===== src/rtl/pxpack_pkg.sv =====
package pxpack_pkg;

  // Offset into the residue after one pixel is appended.
  function automatic int fill_after(int fill, int pix_w, int word_w);
    int t;
    t = fill + pix_w;
    return (t >= word_w) ? (t - word_w) : t;
  endfunction

  // Does appending a pixel at this offset complete a word.
  function automatic bit makes_word(int fill, int pix_w, int word_w);
    return (fill + pix_w) >= word_w;
  endfunction

endpackage


===== src/rtl/pxpack_merge.sv =====
module pxpack_merge #(
  parameter int PIX_W  = 28,
  parameter int WORD_W = 32,
  parameter int FILL_W = 5
) (
  input  logic [WORD_W-1:0] resid,
  input  logic [FILL_W-1:0] fill,
  input  logic [PIX_W-1:0]  pix,
  output logic [WORD_W-1:0] word_lo,
  output logic [WORD_W-1:0] resid_nx,
  output logic              full
);
  localparam int CAT_W = WORD_W + PIX_W;
  localparam int PAD_W = WORD_W - PIX_W;

  logic [CAT_W-1:0] cat;

  always_comb begin
    cat      = {{PIX_W{1'b0}}, resid} | ({{WORD_W{1'b0}}, pix} << fill);
    full     = pxpack_pkg::makes_word(int'(fill), PIX_W, WORD_W);
    word_lo  = cat[WORD_W-1:0];
    resid_nx = full ? {{PAD_W{1'b0}}, cat[CAT_W-1:WORD_W]} : cat[WORD_W-1:0];
  end
endmodule


===== src/rtl/pxpack_oreg.sv =====
module pxpack_oreg #(
  parameter int WORD_W = 32
) (
  input  logic              clk,
  input  logic              rst_n,
  input  logic              load,
  input  logic [WORD_W-1:0] load_word,
  input  logic              load_last,
  input  logic              out_ready,
  output logic              out_valid,
  output logic [WORD_W-1:0] out_word,
  output logic              out_last,
  output logic              free
);
  assign free = !out_valid || out_ready;

  always_ff @(posedge clk) begin
    if (!rst_n) begin
      out_valid <= 1'b0;
      out_word  <= '0;
      out_last  <= 1'b0;
    end else if (load) begin
      out_valid <= 1'b1;
      out_word  <= load_word;
      out_last  <= load_last;
    end else if (out_ready) begin
      out_valid <= 1'b0;
    end
  end

  AST_HOLD_WORD: assert property (@(posedge clk) disable iff (!rst_n)
    (out_valid && !out_ready) |=> (out_valid && $stable(out_word) && $stable(out_last)));
endmodule


===== src/rtl/pixel_word_packer.sv =====
module pixel_word_packer #(
  parameter int PIX_W  = 28,
  parameter int WORD_W = 32
) (
  input  logic              clk,
  input  logic              rst_n,
  input  logic              in_valid,
  output logic              in_ready,
  input  logic [PIX_W-1:0]  in_pixel,
  input  logic              in_last,
  output logic              out_valid,
  input  logic              out_ready,
  output logic [WORD_W-1:0] out_word,
  output logic              out_last
);
  localparam int FILL_W = $clog2(WORD_W);

  logic [WORD_W-1:0] resid_q;
  logic [FILL_W-1:0] fill_q;
  logic              flush_pend;

  logic [WORD_W-1:0] word_lo, resid_nx, load_word;
  logic [FILL_W-1:0] fill_nx;
  logic              full, free, accept, emit_word, flush_emit, load, load_last;

  pxpack_merge #(.PIX_W(PIX_W), .WORD_W(WORD_W), .FILL_W(FILL_W)) u_merge (
    .resid(resid_q), .fill(fill_q), .pix(in_pixel),
    .word_lo(word_lo), .resid_nx(resid_nx), .full(full)
  );

  pxpack_oreg #(.WORD_W(WORD_W)) u_oreg (
    .clk(clk), .rst_n(rst_n), .load(load), .load_word(load_word),
    .load_last(load_last), .out_ready(out_ready), .out_valid(out_valid),
    .out_word(out_word), .out_last(out_last), .free(free)
  );

  // Named events for the checks below.
  assign in_ready   = free && !flush_pend;
  assign accept     = in_valid && in_ready;
  assign emit_word  = accept && full;
  assign flush_emit = flush_pend && free;
  assign load       = emit_word || flush_emit;
  assign fill_nx    = FILL_W'(pxpack_pkg::fill_after(int'(fill_q), PIX_W, WORD_W));
  assign load_word  = flush_emit ? resid_q : word_lo;
  assign load_last  = flush_emit || (in_last && (fill_nx == '0));

  always_ff @(posedge clk) begin
    if (!rst_n) begin
      resid_q    <= '0;
      fill_q     <= '0;
      flush_pend <= 1'b0;
    end else if (flush_emit) begin
      resid_q    <= '0;
      fill_q     <= '0;
      flush_pend <= 1'b0;
    end else if (accept) begin
      resid_q    <= resid_nx;
      fill_q     <= fill_nx;
      flush_pend <= in_last && (fill_nx != '0);
    end
  end

  AST_EMIT_ON_WRAP: assert property (@(posedge clk) disable iff (!rst_n)
    (accept && (fill_q != '0)) |=> out_valid);
  AST_FLUSH_CLEARS: assert property (@(posedge clk) disable iff (!rst_n)
    flush_emit |=> ((fill_q == '0) && !flush_pend));
  AST_FLUSH_FROM_LAST: assert property (@(posedge clk) disable iff (!rst_n)
    $rose(flush_pend) |-> $past(accept && in_last));
  AST_ZERO_FILL: assert property (@(posedge clk) disable iff (!rst_n)
    flush_emit |-> ((resid_q >> fill_q) == '0));
endmodule


===== config.mk =====
export PLATFORM = sky130hd
export DESIGN_NAME = pixel_word_packer
export DESIGN_NICKNAME = d
export VERILOG_FILES = /design/src/rtl/pxpack_pkg.sv /design/src/rtl/pxpack_merge.sv /design/src/rtl/pxpack_oreg.sv /design/src/rtl/pixel_word_packer.sv
export SDC_FILE = /design/constraint.sdc
export NUM_CORES = 1
export LEC_CHECK = 0
export BUFFER_PORTS_ARGS = -buffer_cell sky130_fd_sc_hd__buf_2
export CORE_UTILIZATION = 40
export DETAILED_ROUTE_END_ITERATION = 16
export PLACE_DENSITY = 0.65
export SYNTH_ARGS = -nofsm -noshare
export SYNTH_HDL_FRONTEND = slang
export SYNTH_SLANG_ARGS = --single-unit
export TNS_END_PERCENT = 100

===== constraint.sdc =====
create_clock -name clk -period 2.2 [get_ports clk]
set_input_delay 0.11 -clock clk [delete_from_list [all_inputs] [get_ports clk]]
set_output_delay 0.11 -clock clk [all_outputs]
set_load 0.01 [all_outputs]

# == Yosys cells after proc, flatten, opt, wreduce, memory -nomap -nowiden ==
# Cells that the tools add are included.
# totals
regBits,72
output_inout_bits,35
inputBits,33
wordCells,32
# classes
n_mux,5
n_bitwise,2
addsub,2
n_lt_le_gt_ge,1
reduce_logical,15
shift,1
# ops
op,n
$mux 32,2
$or 32x60->60,1
$shl 28x5->60,1
$add 5x5->6 const B,1
$ge 6x6->1 const B,1
$logic_and 1x1->1,6
$logic_not 5->1,1
$mux 5,1
$reduce_bool 5->1,1
$sub 5x1->5 const B,1
$logic_or 1x1->1,3
$logic_not 1->1,2
$mux 1,2
$reduce_bool 2->1,1
$reduce_or 2->1,1
$not 1->1,1

# == Logic depth before layout (Yosys ltp) ==
# Gate-level depths: netlist of run 1.
# logic_depth
ltp_word,7
depth_mapped,8

# == Cells and area by module ==
# A second synthesis of run 1 with hierarchy kept.
# hier_totals
hier_cells,702
hier_area_um2,5755.5
# modules_own_cells
module,n_inst,area_each_um2,cells_per_inst
pxpack_merge,1,2726.4,388
pixel_word_packer,1,1711.6,204
pxpack_oreg,1,1317.5,110

# == Worst setup path before layout of run 1 ==
# Ideal clock, no wire load.
# synth_path
path_kind,reg-to-reg
from,register fill_q[2]
to,register u_oreg.out_word[12]
required_time_ns,2.077
path_stages_with_launch,6
t_arrival_ns,1.608
setup_time_ns,0.123
path_slack_ns,0.469
path_cell_list,dfxtp_1 buf_4 mux4_2 or2_2 o32ai_1 nor3_1
# synth_between
elab_chain_cells,4
elab_cells_between_ends,7
classes_between,add/sub (1); order compare (1); shift (1); mux (1); bitwise (1); reduce/logical (2)
# synth_lines
item,line,text
start: declaration,pixel_word_packer.sv:19,logic [FILL_W-1:0] fill_q;
start signal: assignment,pixel_word_packer.sv:58,fill_q <= fill_nx;
$add 5x5->6,pxpack_pkg.sv:12,return (fill + pix_w) >= word_w;
$ge 6x6->1,pxpack_pkg.sv:12,
$logic_and 1x1->1,pixel_word_packer.sv:40,assign emit_word = accept && full;
$logic_or 1x1->1,pixel_word_packer.sv:42,assign load = emit_word || flush_emit;
end signal: assignment,pxpack_oreg.sv:24,out_word <= load_word;
end: declaration,pxpack_oreg.sv:11,"output logic [WORD_W-1:0] out_word,"
# Parallel ways exist; a longest one is shown, timed or not.
# A chain may end at the register's enable or synchronous reset.

# == Worst setup path after layout of run 1 ==
# layout_path
from,register fill_q[2]
to,register u_oreg.out_word[22]
# Same word-level chain as after synthesis.

==> results of run 1 <==
-- report_power, final --
group          switching, mW  total, mW  internal, mW
Combinational          0.975       1.68         0.708
Clock                  0.482       1.06         0.581
Sequential             0.139       1.61          1.47
-- layer usage --
layer | vias to the layer above | part of all wire
li1 | 1825 | -
met1 | 1906 | 0.43
met2 | 203 | 0.46
met3 | 33 | 0.075
met4 | 0 | 0.034
met5 | - | 0
-- sequential cells by signal (all words and copies together), names as in the netlist --
name              flops
flush_pend            1
fill_q                3
resid_q              32
u_oreg.out_last       1
u_oreg.out_valid      1
u_oreg.out_word      32
-- final timing paths --
kind,from,endpoint,slack (ns),depth (start not counted)
worst min-delay path,in_last,flush_pend,0.05,3
worst max register to register,fill_q[2],u_oreg.out_word[22],0.25,6
worst min register to register,u_oreg.out_word[19],u_oreg.out_word[19],0.46,1
worst max-delay path,fill_q[2],u_oreg.out_word[22],0.25,6
-- cells by family (layout without fill, tap and decap cells) --
kind of cell | count (synthesis) | in the layout | synth area share
muxes | 52 | 52 | 0.159
and+or+nand+nor | 93 | 93 | 0.117
xor gates and xnor gates | 2 | 2 | 0.00447
AOI/OAI and AO/OA | 167 | 167 | 0.293
buffers and inverters | 52 | 125 | 0.0625
adders and majority gates | 2 | 2 | 0.00638
DFF | 70 | 70 | 0.357
-- cell type report --
class                      count  area share
tap                          129      0.0347
clock inverter                 4     0.00967
inverter                      14      0.0113
clock buffer                  12      0.0333
sequential                    70       0.301
timing repair buffer          95       0.120
multi-input combinational    316       0.490
-- per-stage QoR --
| step | setup slack, ns | instances | area (um2) |
|---|---|---|---|
| finish | 0.248 | 640 | 4660 |
| global route | 0.160 | 640 | 4660 |
| CTS | 0.102 | 640 | 4650 |
| detailed placement | 0.143 | 624 | 4450 |
| global placement | 0.199 | 624 | 4450 |
| floorplan | 0.469 | 438 | 3920 |
-- worst max-delay path: stages (launching register included) --
cell and delay, ns:
dfxtp_2 0.41, buf_4 0.22, or3_1 0.45, and3_4 0.29, nor2_2 0.12, buf_4 0.24, o2bb2ai_1 0.14
-- what timing repair did --
| action | 4_1_cts | 5_1_grt |
|---|---|---|
| resized for setup | 0 | 2 |
| setup endpoints to repair | 0 | 7 |
| setup buffers | 0 | 0 |
-- placed cells by master (no fill, tap or decap), drive strengths merged, types with 3 or more instances in the layout --
cell	count
a211oi	9
a21o	5
a21oi	31
a221oi	16
a22oi	4
a2bb2oi	4
a31o	3
a31oi	9
a32o	3
and3	5
buf	95
clkbuf	12
clkinv	4
dfxtp	70
inv	13
mux2	8
mux2i	37
mux4	7
nand2	21
nand3	9
nor2	26
nor2b	5
nor3	10
nor4	3
o211a	3
o21ai	34
o221ai	12
o22ai	11
o2bb2ai	18
or3	8
==> impl_results.md, run 1 <==
* Status: finished clean
* Slew headroom at 0.626
* Power Total at 4.36 mW
* P&R area growth vs syn at 18.7%
* Initial Utilization at 0.419
* Worst hold path type: in2reg
* Hold Buf Count CTS at 0
* Detailed Route WL at 12500 um
* Core area at 9370 um2
* Sum of negative setup slack at 0 ns
* Multi-input logic area at 2280 um2
* TritonCTS buffer count at 9
* Met1 Usage GRT at 0.341
* Max Clk Rate at 512 MHz
* CP max FO at 14
* Final setup viols at 0
* Largest area contributor in the netlist: dfxtp_1
* Ys async rst share at 0
* Count of flip-flops with a built-in enable after synthesis at 0
* Measured slew at the worst slew-check pin at 0.559 ns
* Synth warnings at 0
* Total number of vias at 3967
* Row count at 35
* Register area at 1400 um2
* Die X at 101 um
* Wire per inst at 19.5 um
* Syn_nets at 473
* CTS tree: yes
* Distinct cell type count after synthesis at 49
* Final core utilization at 0.497
* Seq cells post-synth at 70
* Final Hold Fails at 0
* Primary FF master, synth: dfxtp_1
* Max-Cap Viols at 0
* VDD IR max at 376 uV
* Synth cell count leaders: 70 x dfxtp_1, 37 x mux2i_1, 34 x o21ai_0, 31 x a21oi_1, 25 x nor2_1
* CTS HTree Levels at 3
* Die footprint at between 10000 and 15000 um2
* Hpwl dp at 8990 um
* IO Port Bufs at 67
* Largest net degree at the start of global routing at 41
* DR vias/cell at between 6 and 7
* Crit. End Element: register
* Die Height at 101 um
* Syn Area/Cell at 8.96 um2
* Minimum clock period at 1.95 ns
* Diodes inserted at 0
* Setup Crit Path Kind: reg2reg
* Top-count cell post-synth: dfxtp_1
* Met2 Use GR at 0.413
* Final Max Tran Viols at 0
* Worst-skew pair later-pin latency at 0.35 ns
* Number of remaining DRC errors at 0
* Ranking of synthesized cells by area: dfxtp_1 36%, mux2i_1 9.4%, o21ai_0 4.3%
* First-pass GRT wire length at 20100 um
* Sequential area share after synthesis at 0.357
* Final cycle utilization of the critical path at 0.887
* Pre-antenna DRT Iters at 5
* Clk sinks at 70
* Gr usage total at 0.257
* Met3 usage at 0.0312
* Vias in the first global route at approximately 3800
* RSZ-0062 raised after global routing: no
* GR peak layer: met2
* # nets final at 541
* DRT iter0 DRCs at 307
* Initial antenna violation count at 0
* CTS Buffer Depth at 2
* Worst path required time at 2.48 ns
* IO Pins at 68
* Mapped Cells at 438
* Root buffer cell: clkbuf_8
* Power per Cell Area at 935 nW/um2
* Type of origin of the critical path: register
* Share of cells above drive strength 1 at 0.266
* ANT nets after route at 0
* Placer congestion estimate at 0.998
* Top cell type's share of synthesized area at 0.357
* CP arrival at between 2 and 2.5 ns
* Worst hold slack at approximately 0.053 ns
* Clock transition at path regs at 0.08 ns
* Netlist Area Pre-Place at around 4000 um2
* Fin Clk Skew at ~0.0086 ns
* Pleak at about 1.9 nW
* Fillers at 953
* Gr ovfl total at 0
Power figures use the tool's default switching activity.
==> inputs of run 2 (changes only) <==
- BUFFER_PORTS_ARGS: -buffer_cell sky130_fd_sc_hd__buf_2 -> -buffer_cell sky130_fd_sc_hd__clkbuf_2
- clock period: 2.2 -> 2.4 ns (I/O delays scaled with it)
==> run 2 against run 1 <==
Critical path depth is 2 lower. Worst setup slack worse by 0.069 ns. Clock skew is 0.0015 ns higher. Total power is 9.3% lower. Critical path type unchanged. Largest power group unchanged.
==> impl_results.md, run 2 (same netlist as run 1, synthesis figures left out) <==
* Worst-skew pair later-pin latency at 0.35 ns (about the same)
* Detailed Route WL at 12400 um (-0.46%)
* Clk sinks at 70 (unchanged)
* Total number of vias at 3941 (-0.66%)
* DRT iter0 DRCs at 418 (+36%)
* Final Hold Fails at 0 (unchanged)
* Max Clk Rate at 450 MHz (-12%)
* CP arrival at 2.52 ns (+0.29 ns)
* Gr ovfl total at 0 (unchanged)
* Fin Clk Skew at 0.0101 ns (+0.00151 ns)
* RSZ-0062 raised after global routing: no
* Pleak at 1.87 nW (-2.7%)
* First-pass GRT wire length at 19700 um (-1.7%)
* Pre-antenna DRT Iters at 6 (+1)
* IO Port Bufs at 67 (unchanged)
* Initial Utilization at 0.419 (unchanged)
* IO Pins at 68 (unchanged)
* P&R area growth vs syn at 17.7%
* WL met3 at 1140 um (+21%)
* Comb pwr share at 0.385 (about the same)
* Fillers at 930 (-2.4%)
* Root buffer cell: clkbuf_8
* Sum of negative setup slack at 0 ns (unchanged)
* Worst hold slack at 0.0370 ns (-0.0155 ns)
* P_int at 2.46 mW (-11%)
* Clock transition at path regs at 0.08 ns (about the same)
* Largest net degree at the start of global routing at 40 (-2.4%)
* Wire per inst at 19.6 um (+0.33%)
* Placer congestion estimate at 0.957 (-4.1%)
* Final Max Tran Viols at 0 (unchanged)
* Power Total at 3.95 mW (-9.3%)
* Diodes inserted at 0 (unchanged)
* CTS resizes at 0 (unchanged)
* Measured slew at the worst slew-check pin at 0.879 ns (+0.320 ns)
* Vias in the first global route at 3681 (-3.5%)
* Initial antenna violation count at 0 (unchanged)
* Share of cells above drive strength 1 at 0.255 (-0.0112)
* Die Height at 101 um (unchanged)
* Share of power burned in registers at 0.375 (+0.005)
* NetSw at 1.49 mW (-6.6%)
* CP max FO at 16 (+2)
* Max-Cap Viols at 0 (unchanged)
* Final cycle utilization of the critical path at 0.926 (+0.0383)
* Row count at 35 (unchanged)
* Type of origin of the critical path: register
* Biggest regs: resid_q (32), u_oreg.out_word (32), fill_q (3)
* Worst hold path type: in2reg
* Number of remaining DRC errors at 0 (unchanged)
* Hold Buf Count CTS at 0 (unchanged)
* WL met2 at 5560 um (-3.3%)
* Worst path required time at 2.70 ns (+0.22 ns)
* Minimum clock period at 2.22 ns (+0.269 ns)
* Top Metal Used: met4
* Slew headroom at 0.413 (-0.212)
* Final setup viols at 0 (unchanged)
* Hpwl dp at 8800 um (-2.2%)
* Gr usage total at 0.255 (-0.00188)
* Core area at 9370 um2 (unchanged)
* CTS HTree Levels at 3 (unchanged)
* VDD IR max at 430 uV (+14%)
* Die X at 101 um (unchanged)
* Setup repair bufs after CTS at 0 (unchanged)
* Setup Crit Path Kind: reg2reg
* DR vias/cell at 6.21 (+0.13%)
* Power per Cell Area at 856 nW/um2 (-8.5%)
* Die footprint at 10200 um2 (unchanged)
* CTS Buffer Depth at 2 (unchanged)
* Most common cell after layout, fill and taps aside: dfxtp_1
* Met1 wire length at 5310 um (-1.1%)
* Clk pwr share at 0.240 (-0.004)
* Commonest non-fill, non-tap cells in the layout: 69 x dfxtp_1, 67 x clkbuf_2, 37 x mux2i_1, 33 x o21ai_0, 31 x a21oi_1
* TritonCTS buffer count at 9 (unchanged)
* ANT nets after route at 0 (unchanged)
* Crit. End Element: register
* Status: finished clean
* CTS tree: yes
* Net Sw Frac at 0.377 (+0.0110)
* # nets final at 536 (-0.92%)
-- run 2: path summary, 6_finish.rpt --
kind,startpoint,to,slack (ns),cells past startpoint
worst max register to register,fill_q[2],u_oreg.out_word[21],0.18,4
worst max-delay path,fill_q[2],u_oreg.out_word[21],0.18,4
worst min register to register,resid_q[5],u_oreg.out_word[5],0.46,2
worst min-delay path,in_last,flush_pend,0.04,3
-- run 2: layout make-up --
cell class              count  area [um2]  area share
multi-input cells         316        2280       0.493
flip-flops and latches     70        1400       0.304
repair buffers             90         533       0.115
well taps                 129         161      0.0350
clock buffers              10         128      0.0276
clock inverters             6        62.6      0.0136
inverters                  14        52.6      0.0114
-- run 2: critical path, stage by stage, from the launching register on --
cell,delay (ns)
dfxtp_1,0.54
or3_1,0.52
and3_4,0.22
nor2_2,0.66
a32o_1,0.22
-- run 2: metrics by stage --
step / setup slack, ns / cells / util / instance area (um2)
after global routing: 0.0386 / 635 / 0.493 / 4620
after detailed placement: 0.226 / 619 / 0.472 / 4430
after floorplan: 0.669 / 438 / - / 3920
final: 0.178 / 635 / 0.493 / 4620
after CTS: 0.201 / 635 / 0.493 / 4620
after global placement: 0.242 / 619 / 0.472 / 4430
-- run 2: power by group through the flow --
stage	logic (mW)	registers [mW]	clock network, mW
after floorplan	0.996	1.51	0
after global placement	1.47	1.50	0
after detailed placement	1.50	1.50	0
after CTS	1.50	1.48	0.971
after global routing	1.64	1.50	1.02
final	1.52	1.48	0.949
-- run 2: per-layer routing --
layer | GRT usage | vias up
li1 | - | 1817
met1 | 0.336 | 1886
met2 | 0.393 | 209
met3 | 0.0548 | 29
met4 | 0.133 | 0
met5 | 0 | -
